**src/rtl/oeag_pkg.sv**
```systemverilog
package oeag_pkg;
  typedef enum logic [3:0] {
    AM_DIRECT  = 4'd0,
    AM_SHORT   = 4'd1,
    AM_SPECIAL = 4'd2,
    AM_IND_DE  = 4'd3,
    AM_IND_HL  = 4'd4,
    AM_BASED   = 4'd5,
    AM_IDX_B   = 4'd6,
    AM_IDX_C   = 4'd7,
    AM_GREG    = 4'd8
  } am_e;
endpackage

```
**src/rtl/oeag_page_map.sv**
```systemverilog
module oeag_page_map #(
  parameter int ADDR_W = 16,
  parameter int OFF_W  = 8,
  parameter logic [OFF_W-1:0] FOLD_LIM = 8'h20
) (
  input  logic [OFF_W-1:0]  off,
  output logic [ADDR_W-1:0] short_ea,
  output logic [ADDR_W-1:0] sfr_ea,
  output logic              odd
);
  localparam int TOP_W = ADDR_W - OFF_W;
  logic wrap;
  always_comb begin
    // Offsets below the limit fold onto the page above by setting bit OFF_W.
    wrap     = (off < FOLD_LIM);
    short_ea = {{(TOP_W-1){1'b1}}, wrap, off};
    sfr_ea   = {{TOP_W{1'b1}}, off};
    odd      = off[0];
  end
endmodule

```
**src/rtl/oeag_base_add.sv**
```systemverilog
module oeag_base_add #(
  parameter int ADDR_W = 16,
  parameter int OFF_W  = 8
) (
  input  logic [ADDR_W-1:0] base,
  input  logic [OFF_W-1:0]  disp,
  output logic [ADDR_W-1:0] sum
);
  logic [ADDR_W-1:0] disp_ext;
  always_comb begin
    disp_ext = {{(ADDR_W-OFF_W){1'b0}}, disp};
    sum      = base + disp_ext;
  end
endmodule

```
**src/rtl/oeag_greg_map.sv**
```systemverilog
module oeag_greg_map #(
  parameter int ADDR_W  = 16,
  parameter int BANK_W  = 2,
  parameter int RCODE_W = 3,
  parameter logic [ADDR_W-1:0] GREG_TOP = 16'hFEF8
) (
  input  logic [BANK_W-1:0]  bank,
  input  logic [RCODE_W-1:0] code,
  output logic [ADDR_W-1:0]  addr
);
  localparam int PAD_W = ADDR_W - BANK_W - RCODE_W;
  logic [ADDR_W-1:0] bank_off;
  logic [ADDR_W-1:0] code_ext;
  always_comb begin
    bank_off = {{PAD_W{1'b0}}, bank, {RCODE_W{1'b0}}};
    code_ext = {{(ADDR_W-RCODE_W){1'b0}}, code};
    addr     = GREG_TOP - bank_off + code_ext;
  end
endmodule

```
**src/rtl/oeag_top.sv**
```systemverilog
module oeag_top #(
  parameter int ADDR_W  = 16,
  parameter int OFF_W   = 8,
  parameter int BANK_W  = 2,
  parameter int RCODE_W = 3
) (
  input  logic [3:0]         mode_sel,
  input  logic               is_pair,
  input  logic [ADDR_W-1:0]  imm16,
  input  logic [ADDR_W-1:0]  hl,
  input  logic [ADDR_W-1:0]  de,
  input  logic [OFF_W-1:0]   b_reg,
  input  logic [OFF_W-1:0]   c_reg,
  input  logic [BANK_W-1:0]  bank_sel,
  input  logic [RCODE_W-1:0] reg_code,
  output logic [ADDR_W-1:0]  ea,
  output logic [ADDR_W-1:0]  ea_hi,
  output logic               misaligned
);
  import oeag_pkg::*;

  localparam int N_ADD = 3;
  localparam logic [ADDR_W-1:0] ONE = {{(ADDR_W-1){1'b0}}, 1'b1};

  logic [OFF_W-1:0]  offset;
  logic [ADDR_W-1:0] short_ea, sfr_ea, greg_ea;
  logic              off_odd;
  logic [OFF_W-1:0]  add_disp [N_ADD];
  logic [ADDR_W-1:0] add_sum  [N_ADD];
  am_e               mode;

  assign offset = imm16[OFF_W-1:0];
  assign mode   = am_e'(mode_sel);

  oeag_page_map #(.ADDR_W(ADDR_W), .OFF_W(OFF_W)) u_page (
    .off(offset), .short_ea(short_ea), .sfr_ea(sfr_ea), .odd(off_odd)
  );

  assign add_disp[0] = offset;
  assign add_disp[1] = b_reg;
  assign add_disp[2] = c_reg;

  for (genvar gi = 0; gi < N_ADD; gi++) begin : g_add
    oeag_base_add #(.ADDR_W(ADDR_W), .OFF_W(OFF_W)) u_add (
      .base(hl), .disp(add_disp[gi]), .sum(add_sum[gi])
    );
  end

  oeag_greg_map #(.ADDR_W(ADDR_W), .BANK_W(BANK_W), .RCODE_W(RCODE_W)) u_greg (
    .bank(bank_sel), .code(reg_code), .addr(greg_ea)
  );

  always_comb begin
    misaligned = 1'b0;
    unique case (mode)
      AM_DIRECT:  ea = imm16;
      AM_SHORT:   begin ea = short_ea; misaligned = is_pair & off_odd; end
      AM_SPECIAL: begin ea = sfr_ea;   misaligned = is_pair & off_odd; end
      AM_IND_DE:  ea = de;
      AM_IND_HL:  ea = hl;
      AM_BASED:   ea = add_sum[0];
      AM_IDX_B:   ea = add_sum[1];
      AM_IDX_C:   ea = add_sum[2];
      AM_GREG:    ea = greg_ea;
      default:    ea = '0;
    endcase
    ea_hi = ea + ONE;
  end
endmodule

```
**config.mk**
```make
export PLATFORM = sky130hd
export DESIGN_NAME = oeag_top
export DESIGN_NICKNAME = d
export VERILOG_FILES = /design/src/rtl/oeag_pkg.sv /design/src/rtl/oeag_page_map.sv /design/src/rtl/oeag_base_add.sv /design/src/rtl/oeag_greg_map.sv /design/src/rtl/oeag_top.sv
export SDC_FILE = /design/constraint.sdc
export NUM_CORES = 1
export LEC_CHECK = 0
export ABC_AREA = 1
export BUFFER_PORTS_ARGS = -buffer_cell sky130_fd_sc_hd__buf_2
export CAP_MARGIN = 30
export CORE_AREA = 4 4 92 94
export DETAILED_ROUTE_END_ITERATION = 8
export DIE_AREA = 0 0 96 98
export PLACE_DENSITY = 0.8
export SLEW_MARGIN = 30
export SYNTH_ARGS = -nofsm -noshare
export SYNTH_HDL_FRONTEND = slang
export SYNTH_HIERARCHICAL = 1
export SYNTH_SLANG_ARGS = --single-unit
```
**constraint.sdc**
```tcl
create_clock -name vclk -period 4.35
set_input_delay 0.87 -clock vclk [all_inputs]
set_output_delay 0.87 -clock vclk [all_outputs]
set_load 0.01 [all_outputs]
```
* Yosys cells after proc, flatten, opt, wreduce, memory -nomap -nowiden
Index checks and enable logic that the tools add are counted.
Widths: inputs -> output; s select.
** Storage, ports and cells
- Register bits :: 0
- Output and inout bits :: 33
- Logic and storage cells :: 20
- Input bits :: 74
** Cells by class
- Mux-type cells :: 2
- Reductions and logical operators :: 2
- Eq/ne operators :: 8
- $lt $le $gt $ge :: 1
- Add/subtract/negate cells :: 6
- Bitwise operators :: 1
** Operators by type and width (count)
- $pmux 16 s9 :: 1
- $add 16x8->16 :: 3
- $add 16x1->16 const B :: 1
- $add 16x3->16 :: 1
- $eq 4x3->1 const B :: 4
- $sub 10x6->11 const A :: 1
- $eq 4x2->1 const B :: 2
- $lt 8x6->1 const B :: 1
- $eq 4x1->1 const B :: 1
- $eq 4x4->1 const B :: 1
- $logic_not 4->1 :: 1
- $reduce_or 2->1 :: 1
- $and 1x1->1 :: 1
- $mux 1 :: 1

* Depth between registers and ports, before layout
Gate-level depths: netlist of run 1.
- Depth in word-level cells :: 4
- Depth in mapped cells :: 20
- Gate-level depth less buffers :: 20

* Cells and area by module
Netlist of run 1, hierarchy kept.
** Modules (own cells, without submodules)
- oeag_top :: instances 1, area an instance 1924.3 sq um, cells each 378, seq. area each 0.0 sq um
- oeag_base_add at g_add[0].u_add ... :: instances 2, area an instance 656.9 sq um, cells each 126, seq. area each 0.0 sq um
- oeag_base_add at g_add[1].u_add :: instances 1, area an instance 664.4 sq um, cells each 126, seq. area each 0.0 sq um
- oeag_page_map :: instances 1, area an instance 269.0 sq um, cells each 38, seq. area each 0.0 sq um
- oeag_greg_map :: instances 1, area an instance 120.1 sq um, cells each 18, seq. area each 0.0 sq um

* Worst setup path before layout of run 1
OpenSTA, ideal clock, no wires.
- Path kind :: input to output
- Start :: in hl[0]
- End :: out ea_hi[15]
- Setup slack :: 0.670 ns
- Stages :: 18
- Required time :: 3.480 ns
- Arrival :: 2.810 ns
- Path buffers :: 0
- Cells stage by stage :: ha_1 fa_1 nand2_1 nand2_1 and2_4 nand2_2 nand2_2 xor2_1 nand3_1 nand2_1 nor2_1 nand3b_2 nand2_1 nor2_2 nand2_1 nor2_1 nand2_1 nand2_1
** RTL lines
- from (decl) :: RTL line oeag_top.sv:10 : input logic [ADDR_W-1:0] hl,
- to (decl) :: RTL line oeag_top.sv:17 : output logic [ADDR_W-1:0] ea_hi,

==> results.cfg, run 1 <==
[setup_path]
cp.required_ns = 3.48
cpPeakStageDelay_ns = 0.36
slowest_stage = fa_2
cp_cell_sequence = buf_2, ha_1, fa_2, nand2_1, nand2_1, and2_4, nand2_2, nand2_2, xor2_1, nand3_1, nand2_1, nor2_1, nand3b_2, nand2_2, nor2_2, buf_4, nand3_1, nand2_1, nand2_1, buf_2
worst_setup_path_start_kind = primary input
endpoint_kind = output pin
crit_top_cell = nand2_1
crit_type = in -> out
worstPathMaxFanout = 5
cp_data_arrival_time_ns = 3.25

[power]
pwr-share-comb_pct = 100.0
p_sw_share_pct = 63.75
power_uw = 500.1
p_switching_uw = 318.8
clkPwrFrac_pct = 0
powerDensity_mw_per_mm2 = 108.5
power.leakage_uw = 0.002795
power_frac_seq_pct = 0
internal_power_uw = 181.3
ir_worst_vdd_mv = 0.06991

[yosys]
synth_fa_ha_area_share_pct = 8.397
synth_top_family_by_area = simple AND/OR/NAND/NOR gates
syn_area_per_cell_um2 = 5.285
synthXorXnorAreaFrac_pct = 5.306
ys_seq_area_share_pct = 0
ys_types = 34
ys_warn_count = 6
synthSimpleGateAreaFrac_pct = 62.10
synth_compound_area_share_pct = 3.907
synthCells = 812
syn_area_mm2 = 0.004292
synthMuxAreaShare_pct = 0

[finish]
layout.nets = 985
clock_buffers = 0
nFillCells = 794
fin_cells = 984
diodes = 0
areaGrowthSynthToFinish_pct = 7.434
drive_gt1_share_pct = 22.56
final_cell_area_mm2 = 0.004611
nFlopsAndLatches = 0
regArea_um2 = 0

[route]
drt_wl_total_mm = 11.99
drc = 0
drtAntennaViolNets = 0
routedWlPerCell_um = 12.18
drt-initial-drc-count = 407
wirelength_met1_mm = 5.511
top_layer = met4
drt_pass1_iterations = 4
wl_met2_mm = 5.393
viasPerCell = 5.105
wl_met3_um = 899
vias = 5023

[run_status]
status = completed

[global_route]
first_global_vias = 4548
grt_usage_pct = 25.47
grt_pass1_wl_mm = 20.26
antenna_found_initial = 0
gr-total-overflow = 0
grt_max_degree = 48

[timing]
setup_viol_count_final = 0
tns_ns = 0
max_freq_mhz = 242.7
tightest_slew_ns = 0.5614
finalHoldViolCount = 0
drv_slew = 0
finalCriticalPeriod_ns = 4.121
rsz0062_at_grt = no
finalCritPeriodShare_pct = 94.74
relSlewSlack_pct = 62.49

[floorplan]
core.rowCount = 32
io_pins = 107
die_w_um = 96
die_y_um = 98
die_area_mm2 = 0.009408
coreArea_mm2 = 0.007647
initial_core_util_pct = 56.12

[placement]
place_hpwl_mm = 9.955
dpl-instance-area_mm2 = 0.004596
placed_cells = 983
port_buffers = 107
gp_congestion = 0.9170

[hold_path]
hold_class = in -> out

[clocking]
cts_hold_buffers = 0

[run]
drv_cap = 0
==> stage by stage <==
step | setup WS [ns] | utilization (%) | hold WS, ns
6_report | 0.2289 | 60.29 | 2.060
5_1_grt | 0.05348 | 60.29 | 2.070
4_1_cts | 0.1664 | 60.09 | 2.060
3_5_place_dp | 0.1714 | 60.09 | 2.060
3_3_place_gp | 0.2607 | 60.09 | 2.066
2_1_floorplan | 0.6698 | - | 1.837
==> final cells by class <==
type                            instances  area, µm²  area share (%)
Inverter                               91      341.6           7.408
Tap cell                              102      127.6           2.768
Multi-Input combinational cell        675       3526           76.47
Timing Repair Buffer                  116      615.6           13.35
==> cells in the final DEF (no fill, tap or decap), drive strengths merged <==
cell type / instances
a21boi: 3
a21o: 6
ha: 24
nand4: 5
nor4: 1
buf: 116
nand3: 168
conb: 26
a21oi: 16
nor2: 101
nand2: 267
or2: 3
and3: 2
nor3: 7
and2: 3
fa: 3
xor2: 22
xnor2: 4
inv: 91
o21ai: 4
nand3b: 10
==> final timing paths <==
path / from / end / slack, ns / depth (start not counted)
worst max-delay path: hl[0] / ea_hi[11] / 0.23 / 20
worst min-delay path: is_pair / misaligned / 2.06 / 4
==> cell usage after synthesis (5+ instances only) <==
cell | n | area (µm²)
a21o_1 | 6 | 45.04
nand3b_1 | 9 | 67.56
nand3_1 | 163 | 815.8
inv_1 | 72 | 270.3
nor2_4 | 7 | 78.83
xor2_1 | 22 | 192.7
buf_6 | 7 | 78.83
nor2_2 | 10 | 62.56
a21oi_1 | 16 | 80.08
inv_2 | 19 | 71.32
nand2_1 | 236 | 885.9
nand2_2 | 28 | 175.2
buf_4 | 52 | 390.4
nand4_1 | 5 | 31.28
nor2_1 | 83 | 311.6
buf_2 | 9 | 45.04
ha_1 | 24 | 300.3
==> power groups by stage <==
| stage | Combinational [µW] | Sequential, µW | Clock [µW] |
|---|---|---|---|
| after floorplan | 368 | 0 | 0 |
| after global placement | 488 | 0 | 0 |
| after detailed placement | 493 | 0 | 0 |
| after CTS | 495 | 0 | 0 |
| after global routing | 562 | 0 | 0 |
| final | 500 | 0 | 0 |
==> kinds of logic after synthesis <==
kind of cell,Yosys count
and+or+nand+nor,567
buffers and inverters,160
AOI/OAI and AO/OA,29
adders and majority gates,27
xor gates and xnor gates,26
other,3
==> worst max-delay path: cells and delay by family <==
family | cells | cell delay, ns
xor+xnor | 1 | 0.15
fa+ha+maj | 2 | 0.59
buf+inv | 3 | 0.38
simple gates | 14 | 1.25
==> repair_timing <==
item                                    4_1_cts  5_1_grt
endpoints found under the hold margin         0        0
endpoints found under the setup margin        0        2
gates resized for setup                       0        3
buffers inserted                              0        1
==> metal layers <==
layer	vias to the layer above	track usage (%)
met5	-	0
met4	0	4.486
met3	18	2.542
met2	178	42.43
met1	2170	35.48
li1	2657	-
(Power assumes the default switching activity.)
==> inputs of run 2 (changes only) <==
==> constraint.sdc (replaced) <==
create_clock -name vclk -period 4.35
set_input_delay 0.435 -clock vclk [all_inputs]
set_output_delay 0.435 -clock vclk [all_outputs]
set_load 0.01 [all_outputs]
==> results.cfg, run 2 (synthesis results as in run 1) <==
[finish]
layout_commonest_cell = nand2_1
layout_common_cells = 236 x nand2_1, 163 x nand3_1, 107 x buf_2, 83 x nor2_1, 72 x inv_1
nFillCells = 841
regArea_um2 = 0
final_core_util_pct = 59.34
drive_gt1_share_pct = 21.60
nFlopsAndLatches = 0
layout.nets = 978
diodes = 0
areaGrowthSynthToFinish_pct = 5.743
multi_input_area_mm2 = 0.003518
clock_buffers = 0

[setup_path]
slowest_stage = fa_1
cp.required_ns = 3.91
crit_top_cell = nand2_1
crit_type = in -> out
endpoint_kind = output pin
worst_setup_path_start_kind = primary input
cp_data_arrival_time_ns = 2.84
cp_cell_sequence = buf_2, ha_1, fa_1, nand2_1, nand2_1, and2_4, nand2_2, nand2_2, xor2_1, nand3_1, nand2_1, nor2_1, nand3b_2, nand2_1, nor2_2, nand2_1, nor2_1, nand2_1, nand2_1, buf_2
cpPeakStageDelay_ns = 0.41
worstPathMaxFanout = 5

[route]
drt_pass1_iterations = 5
routedWlPerCell_um = 12.16
drt_wl_total_mm = 11.89
vias = 4961
viasPerCell = 5.078
drtAntennaViolNets = 0
drc = 0
drt-initial-drc-count = 377

[floorplan]
coreArea_mm2 = 0.007647
die_area_mm2 = 0.009408
core.rowCount = 32
initial_core_util_pct = 56.12
die_y_um = 98
io_pins = 107
die_w_um = 96

[timing]
relSlewSlack_pct = 34.68
finalHoldViolCount = 0
rsz0062_at_grt = no
finalCritPeriodShare_pct = 75.18
drv_slew = 0
setup_viol_count_final = 0
max_freq_mhz = 305.8
finalCriticalPeriod_ns = 3.270
tns_ns = 0
tightest_slew_ns = 0.9775

[clocking]
post_cts_buffers = 0
cts_resized = 0
cts_hold_buffers = 0

[hold_path]
min_to = misaligned
min_path_cells = 4
hp-start = is_pair
hold_class = in -> out

[global_route]
grt_usage_pct = 25.09
grt_max_degree = 45
grt_pass1_wl_mm = 19.91
first_global_vias = 4608
gr-total-overflow = 0
antenna_found_initial = 0

[power]
powerDensity_mw_per_mm2 = 109.0
power.leakage_uw = 0.002754
power_uw = 494.6
ir_worst_vdd_mv = 0.06970

[run]
drv_cap = 0

[run_status]
status = completed

[placement]
gp_congestion = 0.9203
port_buffers = 107
place_hpwl_mm = 9.801
==> run 2: cell count changes in the layout (fill, tap and decap cells not counted) <==
| cell | delta |
|---|---|
| nor2_1 | +1 |
| fa_1 | +1 |
| nand2_1 | +1 |
| nor2_2 | -1 |
| nand2_2 | -1 |
| buf_4 | -6 |
| fa_2 | -1 |
| buf_12 | -1 |
==> run 2: cell type report <==
class / count / area share, %
well taps: 102 / 2.812
repair buffers: 109 / 12.13
inverters: 91 / 7.527
multi-input cells: 675 / 77.53
==> run 2: how the worst max path moves through the flow <==
stage | startpoint | end | slack, ns | cells after the start
floorplan | hl[0] | ea_hi[15] | 1.54 | 18
global placement | hl[0] | ea_hi[15] | 1.13 | 20
detailed placement | hl[0] | ea_hi[15] | 1.08 | 20
CTS | hl[0] | ea_hi[15] | 1.08 | 20
global route | hl[0] | ea_hi[15] | 0.84 | 20
finish | hl[0] | ea_hi[15] | 1.08 | 20
==> run 2: metrics by stage <==
stage	area (µm²)	instances	hold WS (ns)	worst slack (ns)
2_1_floorplan	4378	835	0.9674	1.540
3_3_place_gp	4538	977	1.184	1.135
3_5_place_dp	4538	977	1.187	1.079
4_1_cts	4538	977	1.187	1.076
5_1_grt	4538	977	1.204	0.8444
6_report	4538	977	1.185	1.080
==> run 2: per-layer routing <==
layer | wire, µm | part of all wire, % | track usage, %
met1 | 5494 | 46 | 34.29
met2 | 5344 | 45 | 43.07
met3 | 871 | 7.3 | 1.926
met4 | 174 | 1.5 | 4.158
met5 | 0 | 0 | 0
==> run 2: critical path: cells and delay by family <==
family        cells  cell delay (ns)
simple gates     15             1.36
fa+ha+maj         2             0.64
buf+inv           2             0.25
xor+xnor          1             0.14
==> run 2: report_power, final <==
part           internal [µW]  switching [µW]
registers                  0               0
clock network              0               0
logic                    177             318
==> inputs of run 3 (changes only) <==
--- a/config.mk
+++ b/config.mk
@@ -5,13 +5,13 @@
 export SDC_FILE = /design/constraint.sdc
 export NUM_CORES = 1
 export LEC_CHECK = 0
-export ABC_AREA = 1
+export ABC_AREA = 0
 export BUFFER_PORTS_ARGS = -buffer_cell sky130_fd_sc_hd__buf_2
 export CAP_MARGIN = 30
 export CORE_AREA = 4 4 92 94
 export DETAILED_ROUTE_END_ITERATION = 8
 export DIE_AREA = 0 0 96 98
-export PLACE_DENSITY = 0.8
+export PLACE_DENSITY = 0.77
 export SLEW_MARGIN = 30
 export SYNTH_ARGS = -nofsm -noshare
 export SYNTH_HDL_FRONTEND = slang
==> constraint.sdc (replaced) <==
create_clock -name vclk -period 2.8
set_input_delay 0.28 -clock vclk [all_inputs]
set_output_delay 0.28 -clock vclk [all_outputs]
set_load 0.01 [all_outputs]
==> results.cfg, run 3 <==
[run]
drv_cap = 0

[yosys]
synth_common_cells = 51 x buf_4, 36 x xnor2_1, 27 x a21oi_1
ys_types = 84
syn_area_per_cell_um2 = 7.762
ys_top_cells_by_area = buf_4 10%, xnor2_1 8.2%, ha_1 7.8%, mux2i_1 6.3%, a21oi_1 3.5%
synth_top_area_share_pct = 9.964
ys_seq_area_share_pct = 0
synthCells = 495
syn_area_mm2 = 0.003842
ys_warn_count = 6
synth_most_common_cell = buf_4
synth_top_cell_by_area = buf_4

[timing]
relSlewSlack_pct = 62.72
drv_slew = 0
tns_ns = -9.533
finalHoldViolCount = 0
finalCriticalPeriod_ns = 3.565
max_freq_mhz = 280.5
timing.final.ws_setup_ns = -0.7652
rsz0062_at_grt = yes
finalCritPeriodShare_pct = 127.3
tightest_slew_ns = 0.5541
setup_viol_count_final = 24
finalHoldWorstSlack_ns = 0.9214

[route]
drc = 0
viasPerCell = 5.966
drt_pass1_iterations = 7
drtAntennaViolNets = 0
vias = 4850
drt-initial-drc-count = 365
drt_wl_total_mm = 16.00
routedWlPerCell_um = 19.68

[global_route]
antenna_found_initial = 0
grt_max_degree = 18
first_global_vias = 4741
grt_usage_pct = 31.92
grt_pass1_wl_mm = 24.27
gr-total-overflow = 0

[setup_path]
cpPeakStageDelay_ns = 0.37
cp.required_ns = 2.52
cp_cell_sequence = buf_12, ha_4, a21o_1, nand4_1, buf_4, a21oi_4, o2111ai_4, xnor2_2, a32o_1, a2111oi_4, inv_1, and3_4, buf_4, buf_4, nand2_4, xnor2_2, buf_2
worst_setup_path_start_kind = primary input
endpoint_kind = output pin
cp_data_arrival_time_ns = 3.29
crit_type = in -> out
crit_top_cell = buf_4
slowest_stage = a2111oi_4
worstPathMaxFanout = 6

[placement]
port_buffers = 107
gp_congestion = 0.9465
place_hpwl_mm = 11.85
dpl-instance-area_mm2 = 0.005339

[finish]
clock_buffers = 0
areaGrowthSynthToFinish_pct = 56.66
layout.nets = 814
drive_gt1_share_pct = 54.85
nFlopsAndLatches = 0
final_core_util_pct = 78.71
layout_common_cells = 152 x buf_4, 89 x buf_2, 26 x xnor2_1, 26 x conb_1
diodes = 0
layout_commonest_cell = buf_4
final_cell_area_mm2 = 0.006020
regArea_um2 = 0

[hold_path]
min_path_cells = 3
hold_class = in -> out
min_to = misaligned
hp-start = is_pair

[floorplan]
initial_core_util_pct = 50.25
core.rowCount = 32
coreArea_mm2 = 0.007647
die_area_mm2 = 0.009408
io_pins = 107
die_y_um = 98
die_w_um = 96

[power]
ir_worst_vdd_mv = 0.1565
power.leakage_uw = 0.002794
powerDensity_mw_per_mm2 = 208.5

[run_status]
failed_checks = setup timing
status = finished with violations

[clocking]
cts_hold_buffers = 0
## run 3: area by class of cell
class	instances	area (µm²)
Tap cell	102	127.6
Timing Repair Buffer	267	1901
Fill cell	559	1628
Inverter	16	62.56
Multi-Input combinational cell	428	3929
## run 3: report_power, final
| part | internal [µW] | switching (µW) |
|---|---|---|
| Combinational | 625 | 630 |
| Sequential | 0 | 0 |
| Clock | 0 | 0 |
## run 3: worst max-delay path by stage
stage                      from         to  slack [ns]  cells past startpoint
after CTS                 hl[0]  ea_hi[15]       -0.59                     17
after detailed placement  hl[1]  ea_hi[15]       -0.79                     14
after floorplan           hl[3]  ea_hi[15]       -0.23                     12
after global placement    hl[0]  ea_hi[15]       -0.68                     15
final                     hl[1]  ea_hi[12]       -0.77                     17
after global routing      hl[0]  ea_hi[12]       -0.83                     18
## run 3: cells by family (layout without fill, tap and decap cells)
group | count (synthesis) | after routing | synth area share (%)
simple gates | 165 | 166 | 27.65
compound gates | 130 | 130 | 25.79
buf+inv | 91 | 283 | 16.93
xor+xnor | 46 | 46 | 10.49
mux | 33 | 33 | 9.476
fa+ha+maj | 27 | 27 | 9.378
other cells | 3 | 26 | 0.2930
## run 3: timing repair
item | 4_1_cts | 5_1_grt
cloned | 1 | 0
pin swaps | 48 | 45
setup buffers | 12 | 15
resized for setup | 73 | 32
endpoints found under the setup margin | 23 | 24
## run 3: through the flow
step | total power, µW | setup WS (ns) | instances
global route | 1329 | -0.8270 | 813
CTS | 1151 | -0.5889 | 804
finish | 1255 | -0.7652 | 813
detailed placement | 1050 | -0.7949 | 792
global placement | 1022 | -0.6829 | 792
floorplan | 639.0 | -0.2254 | 518
## run 3: per-layer routing
metal	wire length [µm]	up-vias	part of all wire, %	track usage (%)
met2	7930	234	50	55.66
li1	-	2234	-	-
met3	894	50	5.6	1.926
met4	505	0	3.2	6.127
met5	0	-	0	0
met1	6668	2332	42	42.86
## run 3: critical path: cells and delay by family
family | cells | cell delay, ns
xor+xnor | 2 | 0.28
simple gates | 3 | 0.45
fa+ha+maj | 1 | 0.27
compound gates | 5 | 1.17
buf+inv | 6 | 0.83
